==> config.mk <==
export PLATFORM = sky130hd
export DESIGN_NAME = scan_out_tree
export DESIGN_NICKNAME = d
export VERILOG_FILES = /design/src/rtl/scan_out_pkg.sv /design/src/rtl/so_node.sv /design/src/rtl/so_stage.sv /design/src/rtl/scan_out_tree.sv
export SDC_FILE = /design/constraint.sdc
export NUM_CORES = 1
export LEC_CHECK = 0
export ABC_AREA = 0
export BUFFER_PORTS_ARGS = -buffer_cell sky130_fd_sc_hd__buf_2
export CAP_MARGIN = 20
export CORE_UTILIZATION = 33
export DETAILED_ROUTE_END_ITERATION = 10
export HOLD_SLACK_MARGIN = 0.08
export PLACE_DENSITY = 0.76
export SYNTH_ARGS = -nofsm -noshare
export SYNTH_HDL_FRONTEND = slang
export SYNTH_HIERARCHICAL = 1
export SYNTH_SLANG_ARGS = --single-unit
==> constraint.sdc <==
create_clock -name clk -period 1.62 [get_ports clk]
set_input_delay 0.081 -clock clk [delete_from_list [all_inputs] [get_ports clk]]
set_output_delay 0.081 -clock clk [all_outputs]
set_load 0.02 [all_outputs]
==> src/rtl/scan_out_pkg.sv <==
package scan_out_pkg;

    localparam int unsigned FANIN = 4;

    // number of 4-to-1 levels needed to reduce n leaves to one
    function automatic int unsigned tree_depth(input int unsigned n);
        int unsigned d;
        int unsigned w;
        d = 0;
        w = 1;
        while (w < n) begin
            w = w * FANIN;
            d = d + 1;
        end
        return d;
    endfunction

    // leaf count divided by 4 to the power lvl+1
    function automatic int unsigned nodes_at(input int unsigned n, input int unsigned lvl);
        int unsigned w;
        w = n;
        for (int unsigned k = 0; k <= lvl; k++) w = w / FANIN;
        return w;
    endfunction

endpackage

==> src/rtl/so_node.sv <==
module so_node #(
    parameter bit REG_OUT = 1'b0
) (
    input  logic       clk,
    input  logic       rst_n,
    input  logic [3:0] dat_i,
    input  logic [3:0] vld_i,
    output logic       dat_o,
    output logic       vld_o
);
    logic dat_sel;
    logic vld_any;

    always_comb begin
        vld_any = |vld_i;
        dat_sel = |(dat_i & vld_i);
    end

    generate
        if (REG_OUT) begin : g_reg
            logic dat_q;
            logic vld_q;
            always_ff @(posedge clk or negedge rst_n) begin
                if (!rst_n) begin
                    dat_q <= 1'b0;
                    vld_q <= 1'b0;
                end else begin
                    dat_q <= dat_sel;
                    vld_q <= vld_any;
                end
            end
            assign dat_o = dat_q;
            assign vld_o = vld_q;


            vld_fwd_chk: assert property (@(posedge clk) disable iff (!rst_n)
                (|vld_i) |=> vld_o);

            vld_idle_chk: assert property (@(posedge clk) disable iff (!rst_n)
                (vld_i == 4'b0) |=> !vld_o);

            dat_fwd_chk: assert property (@(posedge clk) disable iff (!rst_n)
                $onehot(vld_i) |=> (dat_o == $past(|(dat_i & vld_i))));

            rst_clr_chk: assert property (@(posedge clk)
                !rst_n |=> (!vld_o && !dat_o));
        end else begin : g_comb
            assign dat_o = dat_sel;
            assign vld_o = vld_any;
        end
    endgenerate


    idle_zero_chk: assert property (@(posedge clk) disable iff (!rst_n)
        !vld_o |-> !dat_o);

    one_sel_chk: assert property (@(posedge clk) disable iff (!rst_n)
        $onehot0(vld_i));

endmodule

==> src/rtl/so_stage.sv <==
module so_stage #(
    parameter int unsigned NODES   = 4,
    parameter bit          REG_OUT = 1'b0,
    localparam int unsigned NIN    = NODES * 4
) (
    input  logic             clk,
    input  logic             rst_n,
    input  logic [NIN-1:0]   dat_i,
    input  logic [NIN-1:0]   vld_i,
    output logic [NODES-1:0] dat_o,
    output logic [NODES-1:0] vld_o
);
    generate
        for (genvar n = 0; n < NODES; n++) begin : g_node
            // inputs 4n..4n+3 feed node n
            so_node #(.REG_OUT(REG_OUT)) u_node (
                .clk  (clk),
                .rst_n(rst_n),
                .dat_i(dat_i[4*n +: 4]),
                .vld_i(vld_i[4*n +: 4]),
                .dat_o(dat_o[n]),
                .vld_o(vld_o[n])
            );
        end
    endgenerate
endmodule

==> src/rtl/scan_out_tree.sv <==
module scan_out_tree
    import scan_out_pkg::*;
#(
    parameter int unsigned CELLS    = 64,
    parameter bit [15:0]   REG_MASK = 16'h0005,
    localparam int unsigned DEPTH   = tree_depth(CELLS)
) (
    input  logic             clk,
    input  logic             rst_n,
    input  logic [CELLS-1:0] cell_dat,
    input  logic [CELLS-1:0] cell_vld,
    output logic             scan_dat,
    output logic             scan_vld
);
    generate
        for (genvar lv = 0; lv < DEPTH; lv++) begin : g_lvl
            localparam int unsigned NOUT = nodes_at(CELLS, lv);
            localparam int unsigned NIN  = NOUT * FANIN;
            logic [NIN-1:0]  din;
            logic [NIN-1:0]  vin;
            logic [NOUT-1:0] dout;
            logic [NOUT-1:0] vout;
            if (lv == 0) begin : g_src
                assign din = cell_dat;
                assign vin = cell_vld;
            end else begin : g_src
                assign din = g_lvl[lv-1].dout;
                assign vin = g_lvl[lv-1].vout;
            end
            so_stage #(.NODES(NOUT), .REG_OUT(REG_MASK[lv])) u_stage (
                .clk  (clk),
                .rst_n(rst_n),
                .dat_i(din),
                .vld_i(vin),
                .dat_o(dout),
                .vld_o(vout)
            );
        end
    endgenerate

    assign scan_dat = g_lvl[DEPTH-1].dout[0];
    assign scan_vld = g_lvl[DEPTH-1].vout[0];

endmodule

==> impl_metrics.toml, run 1 <==
[yosys]
ys_types = 4
syn_area_um2 = 1400
synth_top_area_share_pct = 60.7
synth_nets = 248
synth_area_leader_cell = "dfrtp_1"
yosys_register_bits = 34
synth_area_leaders = "dfrtp_1 61%, a22oi_1 22%, or4_1 11%"
yosysMostFrequentCell = "a22oi_1"
ys_warn_count = 6
syn_area_per_cell_um2 = 11.9
synth_edf_count = 0
syn-instance-count = 118
synth_commonest_cells = "42 x a22oi_1, 34 x dfrtp_1, 21 x nand2_1, 21 x or4_1"
ys_async_sr_fraction_pct = 100
yosysSeqAreaShare_pct = 60.7
ys.flop_type = "dfrtp_1"

[floorplanning]
die_x_um = 67.2
start_util_pct = 34.8
num_rows = 23
ios = 132
die_h_um = 67.2

[cts]
cts_resized = 0
cts_hold_buf = 101
postCtsSetupBuffers = 0
cts_htree_levels = 2
clock_sinks = 34
cts-root-buf = "clkbuf_8"
clockBufferDepth = 2
numCtsBuffers = 5

[run_status]
haltStage = "clock tree synthesis (4_1_cts)"
status = "aborted with a tool error"
firstError = "[ERROR RSZ-0060] Max buffer count reached."

[placed_design]
io_buffers = 131
place_congestion = 0.718
dp_hpwl_um = 2910
[metrics by stage]
step                      setup slack [ns]  util (%)  hold slack [ns]  instance area, um^2  cells
after floorplan                      0.104         -           -0.215                 1400    118
after detailed placement            0.0570      52.6            0.164                 2120    299
after global placement              0.0757      52.6            0.164                 2120    299
[kinds of logic after synthesis]
group	synth area share (%)
flops	60.7
simple gates	16.9
compound gates	22.5
==> run 2, diff against run 1 <==
--- a/config.mk
+++ b/config.mk
@@ -8,10 +8,9 @@
 export ABC_AREA = 0
 export BUFFER_PORTS_ARGS = -buffer_cell sky130_fd_sc_hd__buf_2
 export CAP_MARGIN = 20
-export CORE_UTILIZATION = 33
+export CORE_UTILIZATION = 25
 export DETAILED_ROUTE_END_ITERATION = 10
-export HOLD_SLACK_MARGIN = 0.08
-export PLACE_DENSITY = 0.76
+export PLACE_DENSITY_LB_ADDON = 0.15
 export SYNTH_ARGS = -nofsm -noshare
 export SYNTH_HDL_FRONTEND = slang
 export SYNTH_HIERARCHICAL = 1
==> constraint.sdc (replaced) <==
create_clock -name clk -period 2.1 [get_ports clk]
set_input_delay 0.105 -clock clk [delete_from_list [all_inputs] [get_ports clk]]
set_output_delay 0.105 -clock clk [all_outputs]
set_load 0.02 [all_outputs]
==> impl_metrics.toml, run 2 <==
[run_status]
status = "complete, no violations"

[power_and_ir_drop]
pwr-share-comb_pct = 15.3
switchingPower_mw = 0.287
clkPwrFrac_pct = 31.8
intPower_mw = 1.04
powerDensity_nw_per_um2 = 594
power.leakage_nw = 1.06
swShare_pct = 21.6
peakVddDrop_mv = 0.208
seq_power_share_pct = 52.9

[worst_setup_path]
cp.required_ns = 2.24
path_common_cell = "or4_1"
r2r_cells = 2
worstPathArrival_ns = 1.71
path_max_fanout = 2
slowest_delay_ns = 0.56
cp_top_family = "simple AND/OR/NAND/NOR gates"
critical_path_buf_inv_count = 0
critPathLaunchType = "flip-flop"
crit_type = "flip-flop to flip-flop"
worstSetupPathDepth = 2
end_kind = "flip-flop"
crit_chain = "or4_1, or4_1"
slowest_stage = "or4_1"

[floorplanning]
num_rows = 26
die_x_um = 76.9
die_h_um = 76.9
start_util_pct = 26.6
dieArea_um2 = 5910
core_um2 = 5270
ios = 132

[cts]
clkTransAtPathRegs_ns = 0.06
cts_hold_buf = 1
clkLatencyLatePin_ns = 0.27
cts_tree = "done"
cts_resized = 0
clock_sinks = 34
clockBufferDepth = 2
cts_htree_levels = 2
cts-root-buf = "clkbuf_8"
numCtsBuffers = 5
postCtsSetupBuffers = 0

[global_route]
busiest_layer = "met2"
grt_pass1_wl_um = 5670
met2_usage_pct = 21.9
grt_pass1_vias = 1502
use_met1_pct = 13.1
antenna_found_initial = 0
use_met3_pct = 2.74
grt_max_degree = 35
track_usage_pct = 12.1
grt_overflow = 0

[layout]
nNetsFinal = 387
diodes = 0
final_common_cell = "buf_2"
syn2layout_area_growth_pct = 59.1
final_cell_mix = "131 x buf_2, 42 x a22oi_1, 34 x dfrtp_1"
instances_no_fill = 327
utilization_pct = 42.4
fin_area_um2 = 2230
layout-drive-gt1-share_pct = 52.9

[sta]
finalHoldViolCount = 0
setup_viol = 0
clock_skew_ns = 0.00246
slew_violations = 0
fin_crit_ns = 1.56
fin_crit_sh_pct = 74.5
tns_ns = 0
worst_pin_slew_ns = 0.721
max_freq_mhz = 639
relSlewSlack_pct = 51.9
rsz0062_at_grt = "false"

[yosys]
syn_area_um2 = 1400
synth-xor-area-share_pct = 0
synth_top_family_by_area = "compound AO/OA/AOI/OAI gates"
synth_area_leaders = "dfrtp_1 61%, a22oi_1 22%, or4_1 11%"
syn_area_per_cell_um2 = 11.9
synth_commonest_cells = "42 x a22oi_1, 34 x dfrtp_1, 21 x nand2_1, 21 x or4_1"
synthAdderAreaFrac_pct = 0
synthMuxAreaShare_pct = 0
synth_area_leader_cell = "dfrtp_1"
synth_nets = 248
ys_types = 4
yosys_register_bits = 34
yosysMostFrequentCell = "a22oi_1"
ys.flop_type = "dfrtp_1"
synth_edf_count = 0
ys_warn_count = 6
synth_top_area_share_pct = 60.7
synth-simple-area-share_pct = 16.9
syn-instance-count = 118
ys_async_sr_fraction_pct = 100
synth-compound-area-share_pct = 22.5
yosysSeqAreaShare_pct = 60.7

[flow_run]
maxCapViolations = 0

[route]
viasPerCell = 4.74
drtIter0Drc = 42
drtPass1Iterations = 4
vias = 1551
routed_wl_um = 3520
drtAntennaViolNets = 0
wl_per_cell_um = 10.7
drc = 0

[min_path]
hp-class = "primary input to flip-flop"
hold_depth = 2

[placed_design]
dpl.cell_count = 319
place_area_um2 = 2150
place_congestion = 0.663
io_buffers = 131
dp_hpwl_um = 2970
-- run 2: cell counts after synthesis --
No cell type changed its count.
-- run 2: kinds of logic after synthesis --
group	after synthesis
AO/OA/AOI/OAI	42
flip-flops	34
AND/OR/NAND/NOR	42
-- run 2: power by group through the flow --
stage | Sequential, mW | Combinational (mW) | Clock (mW)
floorplan | 0.709 | 0.0546 | 0
global placement | 0.715 | 0.203 | 0
detailed placement | 0.713 | 0.204 | 0
CTS | 0.702 | 0.206 | 0.444
global route | 0.704 | 0.230 | 0.462
finish | 0.702 | 0.203 | 0.421
-- run 2: area by class of cell --
type,count,area (um^2)
tap,70,87.6
timing repair buffer,132,666
clock buffer,7,76.3
sequential,34,851
fill,534,3040
multi-input combinational,84,552
-- run 2: final timing paths --
kind | from | to | slack [ns]
min in group asynchronous | rst_n | g_lvl[0].u_stage/g_node[10].u_node/vld_o | 0.43
min | cell_vld[19] | g_lvl[0].u_stage/g_node[4].u_node/vld_o | 0.04
min reg2reg | g_lvl[0].u_stage/g_node[11].u_node/vld_o | g_lvl[2].u_stage/g_node[0].u_node/vld_o | 0.59
max in group asynchronous | rst_n | g_lvl[0].u_stage/g_node[13].u_node/vld_o | 1.22
max | g_lvl[0].u_stage/g_node[4].u_node/vld_o | g_lvl[2].u_stage/g_node[0].u_node/vld_o | 0.54
max reg2reg | g_lvl[0].u_stage/g_node[4].u_node/vld_o | g_lvl[2].u_stage/g_node[0].u_node/vld_o | 0.54
-- run 2: routing by layer --
metal,routed length [um],share of wire [%]
met5,0,0
met4,21,0.60
met3,297,8.4
met2,1790,51
met1,1410,40
-- run 2: per-stage QoR --
stage                     setup WS (ns)  total power, mW  hold slack [ns]
final                             0.536             1.33           0.0372
after global routing              0.494             1.40           0.0326
after CTS                         0.527             1.35           0.0224
after detailed placement          0.537            0.917            0.205
after global placement            0.548            0.917            0.204
after floorplan                   0.584            0.763           -0.191
No activity file was read; power rests on OpenSTA's default activity.
==> run 3, diff against run 2 <==
--- a/config.mk
+++ b/config.mk
@@ -5,7 +5,7 @@
 export SDC_FILE = /design/constraint.sdc
 export NUM_CORES = 1
 export LEC_CHECK = 0
-export ABC_AREA = 0
+export ABC_AREA = 1
 export BUFFER_PORTS_ARGS = -buffer_cell sky130_fd_sc_hd__buf_2
 export CAP_MARGIN = 20
 export CORE_UTILIZATION = 25
==> constraint.sdc (replaced) <==
create_clock -name clk -period 1.4 [get_ports clk]
set_input_delay 0.07 -clock clk [delete_from_list [all_inputs] [get_ports clk]]
set_output_delay 0.07 -clock clk [all_outputs]
set_load 0.02 [all_outputs]
==> impl_metrics.toml, run 3 <==
[sta]
finalHoldViolCount = 0
whs_ns = 0.00136
slew_violations = 0
setup_viol = 0
relSlewSlack_pct = 73.5
worst_pin_slew_ns = 0.398
clock_skew_ns = 0.00240
max_freq_mhz = 777
fin_crit_sh_pct = 92.0
fin_crit_ns = 1.29
rsz0062_at_grt = "false"
tns_ns = 0

[placed_design]
dp_hpwl_um = 3290
place_congestion = 0.696
io_buffers = 131
dpl.cell_count = 514

[yosys]
synth_commonest_cells = "168 x nand2_1, 42 x inv_1, 42 x nor2_1"
synth_area_leaders = "dfrtp_1 47%, nand2_1 35%, inv_1 8.8%"
syn_area_per_cell_um2 = 6.28
yosysSeqAreaShare_pct = 47.4
ys_async_sr_fraction_pct = 100
synth_edf_count = 0
yosys_register_bits = 34
synth_area_leader_cell = "dfrtp_1"
syn_area_um2 = 1800
synth_top_area_share_pct = 47.4
yosysMostFrequentCell = "nand2_1"
ys_warn_count = 6
ys.flop_type = "dfrtp_1"
ys_types = 4
synth_nets = 416
syn-instance-count = 286

[worst_setup_path]
end_kind = "flip-flop"
slowest_delay_ns = 0.56
critPathLaunchType = "primary input"
crit_type = "primary input to flip-flop"
worstPathArrival_ns = 1.46
path_common_cell = "dlygate4sd3_1"
path_max_fanout = 2
slowest_stage = "dlygate4sd3_1"
cp.required_ns = 1.57
crit_chain = "dlygate4sd3_1, buf_2, nor2_1, dlygate4sd3_1, nand2_1"

[power_and_ir_drop]
peakVddDrop_mv = 0.290
total_power_mw = 2.26
powerDensity_nw_per_um2 = 726
power.leakage_nw = 1.88

[floorplanning]
start_util_pct = 26.2
die_x_um = 86.8
die_h_um = 86.8
core_um2 = 6870
dieArea_um2 = 7530
ios = 132
num_rows = 30

[cts]
cts_resized = 0
cts_htree_levels = 2
clockBufferDepth = 2
cts_tree = "done"
postCtsSetupBuffers = 0
clock_sinks = 34
cts_hold_buf = 42
cts-root-buf = "clkbuf_8"
clkTransAtPathRegs_ns = 0.07
numCtsBuffers = 5
clkLatencyLatePin_ns = 0.28

[layout]
diodes = 0
final_common_cell = "nand2_1"
fillers = 686
syn2layout_area_growth_pct = 73.5
layout-drive-gt1-share_pct = 29.9
instances_no_fill = 565
final_cell_mix = "168 x nand2_1, 131 x buf_2, 43 x dlygate4sd3_1"
nNetsFinal = 598

[route]
viasPerCell = 3.85
vias = 2177
drtPass1Iterations = 4
wl_per_cell_um = 7.56
drtIter0Drc = 39
drc = 0
routed_wl_um = 4270
drtAntennaViolNets = 0

[global_route]
track_usage_pct = 11.3
grt_max_degree = 19
grt_overflow = 0
antenna_found_initial = 0
grt_pass1_vias = 1851
grt_pass1_wl_um = 6740

[min_path]
hp-class = "primary input to flip-flop"

[run_status]
status = "complete, no violations"

[flow_run]
maxCapViolations = 0
run 3: cell type report:
type	count	area, um^2	area share (%)
Clock buffer	6	82.6	2.65
Timing Repair Buffer	175	1110	35.5
Clock inverter	2	12.5	0.401
Inverter	42	158	5.06
Multi-Input combinational cell	210	788	25.3
Sequential cell	34	851	27.3
Tap cell	96	120	3.85
run 3: power by group:
| group | total [mW] | internal, mW | leakage [nW] | switching (mW) |
|---|---|---|---|---|
| Clock | 0.725 | 0.394 | 0.0472 | 0.330 |
| Sequential | 1.05 | 1.03 | 0.334 | 0.0175 |
| Combinational | 0.489 | 0.289 | 1.50 | 0.201 |
run 3: logic make-up (layout without fill, tap and decap cells):
family        Yosys count  count (layout)  synth area share [%]
buf+inv                42             225                  8.77
flops                  34              34                  47.4
simple gates          210             210                  43.9
run 3: worst max-delay path: cells and delay by family:
family	cells	cell delay, ns
AND/OR/NAND/NOR	2	0.15
buffers and inverters	3	1.23
run 3: per-stage QoR:
step / util (%) / area (um^2) / setup slack, ns
floorplan: - / 1800 / 0.589
global placement: 37.7 / 2590 / 0.508
detailed placement: 37.7 / 2590 / 0.499
CTS: 45.2 / 3110 / 0.178
global route: 45.4 / 3120 / 0.0912
finish: 45.4 / 3120 / 0.112
run 3: worst paths after layout:
| path | slack [ns] | start | cells after the start | endpoint |
|---|---|---|---|---|
| max | 0.11 | cell_vld[41] | 5 | g_lvl[0].u_stage/g_node[10].u_node/vld_o |
| min | 0.001 | cell_vld[59] | 3 | g_lvl[0].u_stage/g_node[14].u_node/vld_o |
| max reg2reg | 0.50 | g_lvl[0].u_stage/g_node[4].u_node/vld_o | 6 | g_lvl[2].u_stage/g_node[0].u_node/dat_o |
| min reg2reg | 0.58 | g_lvl[0].u_stage/g_node[15].u_node/vld_o | 4 | g_lvl[2].u_stage/g_node[0].u_node/vld_o |
| max in group asynchronous | 0.73 | rst_n | 3 | g_lvl[0].u_stage/g_node[1].u_node/vld_o |
| min in group asynchronous | 0.25 | rst_n | 2 | g_lvl[2].u_stage/g_node[0].u_node/dat_o |
run 3: per-layer routing:
| metal | wire (um) | track usage (%) | vias to the layer above |
|---|---|---|---|
| met5 | 0 | 0 | - |
| met3 | 232 | 2.48 | 5 |
| li1 | - | - | 1180 |
| met2 | 2210 | 21.4 | 72 |
| met1 | 1770 | 12.1 | 920 |
| met4 | 58 | 4.55 | 0 |
==> run 4, diff against run 3 <==
--- a/config.mk
+++ b/config.mk
@@ -7,7 +7,7 @@
 export LEC_CHECK = 0
 export ABC_AREA = 1
 export BUFFER_PORTS_ARGS = -buffer_cell sky130_fd_sc_hd__buf_2
-export CAP_MARGIN = 20
+export CAP_MARGIN = 5
 export CORE_UTILIZATION = 25
 export DETAILED_ROUTE_END_ITERATION = 10
 export PLACE_DENSITY_LB_ADDON = 0.15
==> constraint.sdc (replaced) <==
create_clock -name clk -period 1.3 [get_ports clk]
set_input_delay 0.065 -clock clk [delete_from_list [all_inputs] [get_ports clk]]
set_output_delay 0.065 -clock clk [all_outputs]
set_load 0.02 [all_outputs]
==> impl_metrics.toml, run 4 (same netlist as run 3, synthesis figures left out) <==
[route]
drc = 0
drtPass1Iterations = 4
routed_wl_um = 4330
vias = 2136
drtAntennaViolNets = 0
drtIter0Drc = 32
viasPerCell = 3.85
wl_per_cell_um = 7.79

[sta]
fin_crit_sh_pct = 95.8
setup_viol = 0
max_freq_mhz = 803
rsz0062_at_grt = "false"
clock_skew_ns = 0.00563
fin_crit_ns = 1.24
whs_ns = -0.00763
finalHoldViolCount = 2
slew_violations = 0
worst_pin_slew_ns = 0.444
tns_ns = 0
relSlewSlack_pct = 70.4

[layout]
utilization_pct = 43.8
final_cell_mix = "168 x nand2_1, 131 x buf_2, 42 x nor2_1, 42 x inv_1"
layout-drive-gt1-share_pct = 30.3
fillers = 705
nNetsFinal = 589
instances_no_fill = 555
syn2layout_area_growth_pct = 67.6
diodes = 0
final_common_cell = "nand2_1"

[cts]
numCtsBuffers = 5
clock_sinks = 34
clkLatencyLatePin_ns = 0.28
cts-root-buf = "clkbuf_8"
cts_tree = "done"
clkTransAtPathRegs_ns = 0.06
clockBufferDepth = 2
postCtsSetupBuffers = 0
cts_htree_levels = 2

[worst_setup_path]
slowest_stage = "dlygate4sd3_1"
crit_type = "primary input to flip-flop"
critPathLaunchType = "primary input"
path_common_cell = "dlygate4sd3_1"
end_kind = "flip-flop"
cp.required_ns = 1.47
crit_chain = "dlygate4sd3_1, buf_2, nor2_1, dlygate4sd3_1, nand2_1"
slowest_delay_ns = 0.56
worstPathArrival_ns = 1.41
path_max_fanout = 2

[global_route]
grt_overflow = 0
grt_pass1_vias = 1890
antenna_found_initial = 0
track_usage_pct = 12.0
grt_pass1_wl_um = 7120
grt_max_degree = 19

[flow_run]
maxCapViolations = 0

[placed_design]
io_buffers = 131
place_congestion = 0.690
dp_hpwl_um = 3360
dpl.cell_count = 514

[floorplanning]
die_h_um = 86.8
core_um2 = 6870
start_util_pct = 26.2
ios = 132
num_rows = 30
die_x_um = 86.8
dieArea_um2 = 7530

[power_and_ir_drop]
powerDensity_nw_per_um2 = 780
power.leakage_nw = 1.83
total_power_mw = 2.35
peakVddDrop_mv = 0.278

[run_status]
violations = "hold timing"
status = "finished with violations"

[min_path]
hp-class = "primary input to flip-flop"
-- run 4: final cells by class --
cell class                      instances  area (um^2)  share of cell area (%)
Clock buffer                            5         68.8                    2.29
Inverter                               42          158                    5.23
Clock inverter                          2         10.0                   0.332
Multi-Input combinational cell        210          788                    26.2
Sequential cell                        34          851                    28.3
Tap cell                               96          120                    3.99
Timing Repair Buffer                  166         1020                    33.7
-- run 4: worst paths after layout --
check | start | to | slack (ns) | cells past startpoint
worst max-delay path | cell_vld[57] | g_lvl[0].u_stage/g_node[14].u_node/vld_o | 0.06 | 5
worst min-delay path | cell_vld[53] | g_lvl[0].u_stage/g_node[13].u_node/vld_o | -0.008 | 3
worst max register to register | g_lvl[0].u_stage/g_node[4].u_node/vld_o | g_lvl[2].u_stage/g_node[0].u_node/dat_o | 0.40 | 8
worst min register to register | g_lvl[0].u_stage/g_node[15].u_node/vld_o | g_lvl[2].u_stage/g_node[0].u_node/vld_o | 0.58 | 4
max in group asynchronous | rst_n | g_lvl[0].u_stage/g_node[1].u_node/dat_o | 0.60 | 3
min in group asynchronous | rst_n | g_lvl[0].u_stage/g_node[5].u_node/dat_o | 0.27 | 2
-- run 4: stage by stage --
step | setup slack [ns] | cell area (um^2)
floorplan | 0.489 | 1800
global placement | 0.393 | 2590
detailed placement | 0.406 | 2590
CTS | 0.0514 | 3050
global route | 0.00108 | 3010
finish | 0.0550 | 3010
-- run 4: routing by layer --
metal / routed length [um] / GRT usage, % / part of all wire (%)
met5: 0 / 0 / 0
met4: 48 / 4.09 / 1.1
met3: 243 / 2.38 / 5.6
met2: 2110 / 21.8 / 49
met1: 1930 / 14.0 / 45
-- run 4: repair_timing --
item / CTS / global route
endpoints found under the hold margin: 28 / 0
endpoints found under the setup margin: 0 / 4
hold buffers: 38 / 0
gates resized for setup: 0 / 0
-- run 4: critical path, delay by kind of cell --
| family | cells | cell delay, ns |
|---|---|---|
| buf+inv | 3 | 1.23 |
| simple gates | 2 | 0.12 |
-- run 4: report_power, final --
group | internal [mW] | leakage (nW) | switching (mW)
registers | 1.11 | 0.334 | 0.0185
clock network | 0.359 | 0.0438 | 0.351
logic | 0.292 | 1.45 | 0.215
